**config.mk**
```make
export PLATFORM = sky130hd
export DESIGN_NAME = rs_bank
export DESIGN_NICKNAME = d
export VERILOG_FILES = /design/src/rtl/rs_pkg.sv /design/src/rtl/rs_prio_pick.sv /design/src/rtl/rs_slot.sv /design/src/rtl/rs_bank.sv
export SDC_FILE = /design/constraint.sdc
export NUM_CORES = 2
export LEC_CHECK = 0
export ABC_AREA = 0
export BUFFER_PORTS_ARGS = -buffer_cell sky130_fd_sc_hd__buf_2
export CAP_MARGIN = 20
export CORE_UTILIZATION = 50
export CTS_BUF_LIST = sky130_fd_sc_hd__clkbuf_4 sky130_fd_sc_hd__clkbuf_8
export DETAILED_ROUTE_END_ITERATION = 6
export PLACE_DENSITY_LB_ADDON = 0.2
export SLEW_MARGIN = 30
export SYNTH_ARGS = -nofsm -noshare
export SYNTH_HDL_FRONTEND = slang
export SYNTH_SLANG_ARGS = --single-unit
```
**constraint.sdc**
```tcl
create_clock -name clk -period 2.4 [get_ports clk]
set_clock_uncertainty 0.15 [all_clocks]
set_input_delay 0.24 -clock clk [delete_from_list [all_inputs] [get_ports clk]]
set_output_delay 0.24 -clock clk [all_outputs]
set_load 0.01 [all_outputs]
```
**src/rtl/rs_pkg.sv**
```systemverilog
package rs_pkg;
    localparam int RS_DATA_W = 64;
    localparam int RS_TAG_W  = 4;
    localparam int RS_OP_W   = 6;

    typedef logic [RS_DATA_W-1:0] rs_data_t;
    typedef logic [RS_TAG_W-1:0]  rs_tag_t;
    typedef logic [RS_OP_W-1:0]   rs_op_t;

    typedef struct packed {
        logic     busy;
        logic     exec;
        rs_op_t   op;
        rs_data_t v1;
        rs_data_t v2;
        rs_tag_t  q1;
        rs_tag_t  q2;
    } rs_slot_t;

    typedef struct packed {
        rs_tag_t  q;
        rs_data_t v;
    } rs_src_t;

    // Resolve one source at issue: value given, bypass from bus, or wait on tag.
    function automatic rs_src_t resolve_src(input rs_tag_t tag, input rs_data_t val,
                                            input logic bv, input rs_tag_t bt,
                                            input rs_data_t bd);
        rs_src_t s;
        if (tag == '0) begin
            s.q = '0;
            s.v = val;
        end else if (bv && bt == tag) begin
            s.q = '0;
            s.v = bd;
        end else begin
            s.q = tag;
            s.v = '0;
        end
        return s;
    endfunction
endpackage

```
**src/rtl/rs_prio_pick.sv**
```systemverilog
module rs_prio_pick #(
    parameter int N = 4,
    localparam int IW = (N > 1) ? $clog2(N) : 1
) (
    input  logic [N-1:0]  req,
    output logic          found,
    output logic [N-1:0]  onehot,
    output logic [IW-1:0] idx
);
    always_comb begin
        found  = 1'b0;
        onehot = '0;
        idx    = '0;
        for (int i = N - 1; i >= 0; i--) begin
            if (req[i]) begin
                found  = 1'b1;
                onehot = '0;
                onehot[i] = 1'b1;
                idx    = IW'(i);
            end
        end
    end
endmodule

```
**src/rtl/rs_slot.sv**
```systemverilog
module rs_slot
    import rs_pkg::*;
#(
    parameter rs_tag_t MY_TAG = 4'd1
) (
    input  logic     clk,
    input  logic     rst,
    input  logic     wr_en,
    input  rs_slot_t wr_slot,
    input  logic     bus_valid,
    input  rs_tag_t  bus_tag,
    input  rs_data_t bus_data,
    input  logic     grant,
    output rs_slot_t slot,
    output logic     ready
);
    logic hit1, hit2, own_done;

    assign hit1     = bus_valid && slot.q1 != '0 && bus_tag == slot.q1;
    assign hit2     = bus_valid && slot.q2 != '0 && bus_tag == slot.q2;
    assign own_done = bus_valid && bus_tag == MY_TAG;
    assign ready    = slot.busy && !slot.exec && slot.q1 == '0 && slot.q2 == '0;

    always_ff @(posedge clk) begin
        if (rst) begin
            slot <= '0;
        end else if (wr_en) begin
            slot <= wr_slot;
        end else if (slot.busy) begin
            if (own_done) begin
                slot.busy <= 1'b0;
                slot.exec <= 1'b0;
            end else begin
                if (hit1) begin
                    slot.v1 <= bus_data;
                    slot.q1 <= '0;
                end
                if (hit2) begin
                    slot.v2 <= bus_data;
                    slot.q2 <= '0;
                end
                if (grant) slot.exec <= 1'b1;
            end
        end
    end
endmodule

```
**src/rtl/rs_bank.sv**
```systemverilog
module rs_bank
    import rs_pkg::*;
#(
    parameter int      NUM_ENT  = 4,
    parameter rs_tag_t BASE_TAG = 4'd1,
    localparam int     IW = (NUM_ENT > 1) ? $clog2(NUM_ENT) : 1
) (
    input  logic                 clk,
    input  logic                 rst,
    input  logic                 iss_valid,
    input  logic [RS_OP_W-1:0]   iss_op,
    input  logic [RS_TAG_W-1:0]  iss_src1_tag,
    input  logic [RS_DATA_W-1:0] iss_src1_val,
    input  logic [RS_TAG_W-1:0]  iss_src2_tag,
    input  logic [RS_DATA_W-1:0] iss_src2_val,
    output logic                 iss_ready,
    output logic [RS_TAG_W-1:0]  iss_tag,
    input  logic                 bus_valid,
    input  logic [RS_TAG_W-1:0]  bus_tag,
    input  logic [RS_DATA_W-1:0] bus_data,
    output logic                 sel_valid,
    output logic [RS_OP_W-1:0]   sel_op,
    output logic [RS_DATA_W-1:0] sel_src1,
    output logic [RS_DATA_W-1:0] sel_src2,
    output logic [RS_TAG_W-1:0]  sel_tag
);
    rs_slot_t             slots [NUM_ENT];
    logic [NUM_ENT-1:0]   busy_vec, ready_vec, free_oh, grant_oh;
    logic [IW-1:0]        free_idx, sel_idx;
    rs_slot_t             new_slot;
    rs_src_t              s1, s2;

    always_comb begin
        s1 = resolve_src(iss_src1_tag, iss_src1_val, bus_valid, bus_tag, bus_data);
        s2 = resolve_src(iss_src2_tag, iss_src2_val, bus_valid, bus_tag, bus_data);
        new_slot      = '0;
        new_slot.busy = 1'b1;
        new_slot.op   = iss_op;
        new_slot.v1   = s1.v;
        new_slot.q1   = s1.q;
        new_slot.v2   = s2.v;
        new_slot.q2   = s2.q;
    end

    rs_prio_pick #(.N(NUM_ENT)) u_free_pick (
        .req(~busy_vec), .found(iss_ready), .onehot(free_oh), .idx(free_idx)
    );
    rs_prio_pick #(.N(NUM_ENT)) u_sel_pick (
        .req(ready_vec), .found(sel_valid), .onehot(grant_oh), .idx(sel_idx)
    );

    for (genvar i = 0; i < NUM_ENT; i++) begin : g_slot
        rs_slot #(.MY_TAG(BASE_TAG + RS_TAG_W'(i))) u_slot (
            .clk(clk), .rst(rst),
            .wr_en(iss_valid && free_oh[i]),
            .wr_slot(new_slot),
            .bus_valid(bus_valid), .bus_tag(bus_tag), .bus_data(bus_data),
            .grant(grant_oh[i]),
            .slot(slots[i]), .ready(ready_vec[i])
        );
        assign busy_vec[i] = slots[i].busy;
    end

    assign iss_tag  = BASE_TAG + RS_TAG_W'(free_idx);
    assign sel_tag  = BASE_TAG + RS_TAG_W'(sel_idx);
    assign sel_op   = slots[sel_idx].op;
    assign sel_src1 = slots[sel_idx].v1;
    assign sel_src2 = slots[sel_idx].v2;
endmodule

```
==> impl_results.md <==
* Max FFs per register at 576
* Arr. time, crit path at 3.25 ns
* Post-Place Cells at 4016
* RePlAce Congestion at 0.9209
* Post-Syn Area per Cell at 9.444 µm²
* Worst Setup End Kind: primary output
* Hold Vio Cnt, Final at 0
* Rows at 87
* Longest Clk Path Bufs at 3
* Hold/Removal Path Class: input pin to flop
* Vias in the first global route at 29720
* Die Wd at 240.7 µm
* Largest regs: g_slot.u_slot.slot x576
* Largest net degree at the start of global routing at 66
* Hpwl dp at 68250 µm
* Dpl cell area at 32650 µm²
* RSZ-0062 raised after global routing: true
* Sequential-to-total area share from yosys stat at 40.48%
* Num CTS Buffers at 99
* Final setup viols at 138
* Final WL at 116000 µm
* Post-synth top area share at 40.48%
* Final cell count without fillers at 4461
* P_leak at 17.25 nW
* First-pass GRT wire length at 172000 µm
* Synth Flop Type: dfxtp_1
* CTS Sinks at 576
* Initial DRC Count at 3245
* Initial antenna violation count at 9
* Least-Margin Pin Slew at 0.7620 ns
* Area leader, netlist: dfxtp_1
* Synth area leaders: dfxtp_1 40%, a221o_1 16%, mux2i_1 14%
* Ports at 358
* Status: finished with violations
* Antenna Nets Post-Route at 0
* Maxcap violations at 0
* Total chip power at 0.02275 W
* Die area at 57920 µm²
* Final instance area at 38350 µm²
* Area growth syn-to-layout at 34.63%
* EDFF count, synth at 0
* Fillers at 4403
* Vias per cell at 6.647
* Crit Path Max Fanout at 15
* Root buf cell: clkbuf_8
* Cells after Synth at 3016
* Slew HR at 49.03%
* Clk Latency, worst-skew pair at 0.72 ns
* Final Core Density at 68.01%
* Distinct cell type count of the synthesized netlist at 51
* Initial DRT Pass Iterations at 6
* Port Buffers at 355
* Worst-path clk slew at 0.06 ns
* Min cycle time layout at 3.636 ns
* Most flops, register: g_slot.u_slot.slot
* Worst Setup Path Type: flop to primary output
* CTS HTree Levels at 3
* Crit path required time at 2.01 ns
* # nets final at 3837
* Wire per inst at 26.00 µm
* Power per Cell Area at 593.3 nW/µm²
* CP startpoint kind: flop
* Tot GR Track Use at 38.41%
* Worst ir drop on vdd at 651.8 µV
* Final setup margin at -1.236 ns
* Flops & latches, synth at 576
* DRC Markers at 0
* DP Worst Slack at -0.4556 ns
* Max-slew violations at 0
* Crit share post-route at 151.5%
* Core area at 56390 µm²
* Vert. Die Dim at 240.7 µm
* Initial core utilization at 50.51%
* CTS tree: built
* Asr flop ratio synth at 0%
* Yosys warning count at 0
* Achievable Freq at 0.2751 GHz
* Via count at 29650
* Failing checks: negative setup slack
* Mapped Area at 28480 µm²
* Gr ovfl total at 0
* Share of cells above drive strength 1 at 25.97%
## final cells by class
| cell class | count | area (µm²) | area share [%] |
|---|---|---|---|
| Sequential cell | 576 | 11530 | 30.08 |
| Clock inverter | 18 | 148.9 | 0.3883 |
| Tap cell | 756 | 945.9 | 2.467 |
| Timing Repair Buffer | 873 | 7860 | 20.50 |
| Inverter | 4 | 15.01 | 0.03915 |
| Multi-Input combinational cell | 2067 | 15840 | 41.31 |
| Clock buffer | 158 | 1981 | 5.165 |
| Antenna cell | 9 | 22.52 | 0.05873 |
## path summary, 6_finish.rpt
kind                                   start                    endpoint  slack [ns]  cells past startpoint
setup / recovery    g_slot[0].u_slot.slot[0]                sel_src1[15]       -1.24                      9
hold / removal              iss_src1_val[63]  g_slot[2].u_slot.slot[135]        0.07                      6
setup reg to reg    g_slot[3].u_slot.slot[6]  g_slot[3].u_slot.slot[133]        0.07                      6
hold reg to reg   g_slot[3].u_slot.slot[136]  g_slot[3].u_slot.slot[136]        0.31                      2
## critical path: stages, from the launching register on
cell	delay, ns
dfxtp_2	0.32
or4_4	0.54
or3_4	0.38
o211ai_4	0.19
buf_12	0.17
buf_12	0.17
clkbuf_16	0.22
mux2i_1	0.24
mux2i_1	0.14
buf_2	0.16
## synthesized netlist by cell type, drive strengths merged (10+ instances only)
library cell  instances
and2                130
nand3                10
a221oi               64
nor3                 87
a21oi                34
clkbuf              209
a221o               448
a41oi               129
xor2                 33
nor2                559
dfxtp               576
mux2i               402
nand2                64
buf                 161
a32oi                32
nor2b                10
## per-layer routing
| metal | track usage (%) | vias to the layer above | wire (µm) |
|---|---|---|---|
| met5 | 0 | - | 13 |
| met4 | 22.14 | 2 | 6075 |
| met3 | 8.235 | 474 | 12200 |
| met2 | 61.10 | 2063 | 52460 |
| met1 | 48.08 | 14400 | 45250 |
| li1 | - | 12710 | - |
## through the flow
step | TNS, ns | hold slack (ns)
after floorplan | -4.494 | 0.2260
after global placement | -67.01 | 0.2911
after detailed placement | -58.16 | 0.2976
after CTS | -154.74 | 0.02735
after global routing | -162.45 | 0.06325
final | -153.08 | 0.06980
## layout by cell type (no fill, tap or decap), types with 5 or more instances in the layout
master	n
nor3_1	78
clkbuf_8	127
nor2b_4	7
a221o_1	448
o21ai_0	5
buf_2	339
clkbuf_4	31
dlygate4sd3_1	209
nor3_4	7
buf_6	28
mux2i_2	44
dfxtp_1	573
buf_8	8
or2_2	6
nor2_1	556
a31oi_1	7
a221oi_1	64
nor4_1	5
buf_4	183
a41oi_1	127
a32oi_1	32
clkbuf_16	5
diode_2	9
a21oi_1	33
mux2i_1	339
and2_1	125
buf_12	87
nand2_1	62
clkinv_2	11
buf_16	12
mux2i_4	19
xor2_1	33
nand3_1	9
## power by group
group | total (W) | internal [W] | switching (W) | leakage (nW)
combinational | 0.00332 | 0.00140 | 0.00193 | 11.4
clock | 0.00961 | 0.00534 | 0.00427 | 1.14
sequential | 0.00982 | 0.00972 | 0.0000970 | 4.66
total | 0.0228 | 0.0165 | 0.00629 | 17.2
## what timing repair did
action,4_1_cts,5_1_grt
gates resized for setup,70,85
setup buffers,22,16
hold buffers,209,0
pin swaps,1,1
cloned,12,5
setup endpoints to repair,240,198
endpoints found under the hold margin,574,0
## cell families after synthesis
| family | synth area share, % |
|---|---|
| AOI/OAI and AO/OA | 23.76 |
| buffers and inverters | 6.347 |
| and+or+nand+nor | 14.11 |
| xor gates and xnor gates | 1.076 |
| muxes | 14.13 |
| other | 0.01317 |
| DFF | 40.48 |
| adders and majority gates | 0.08784 |
Power figures use the tool's default switching activity.
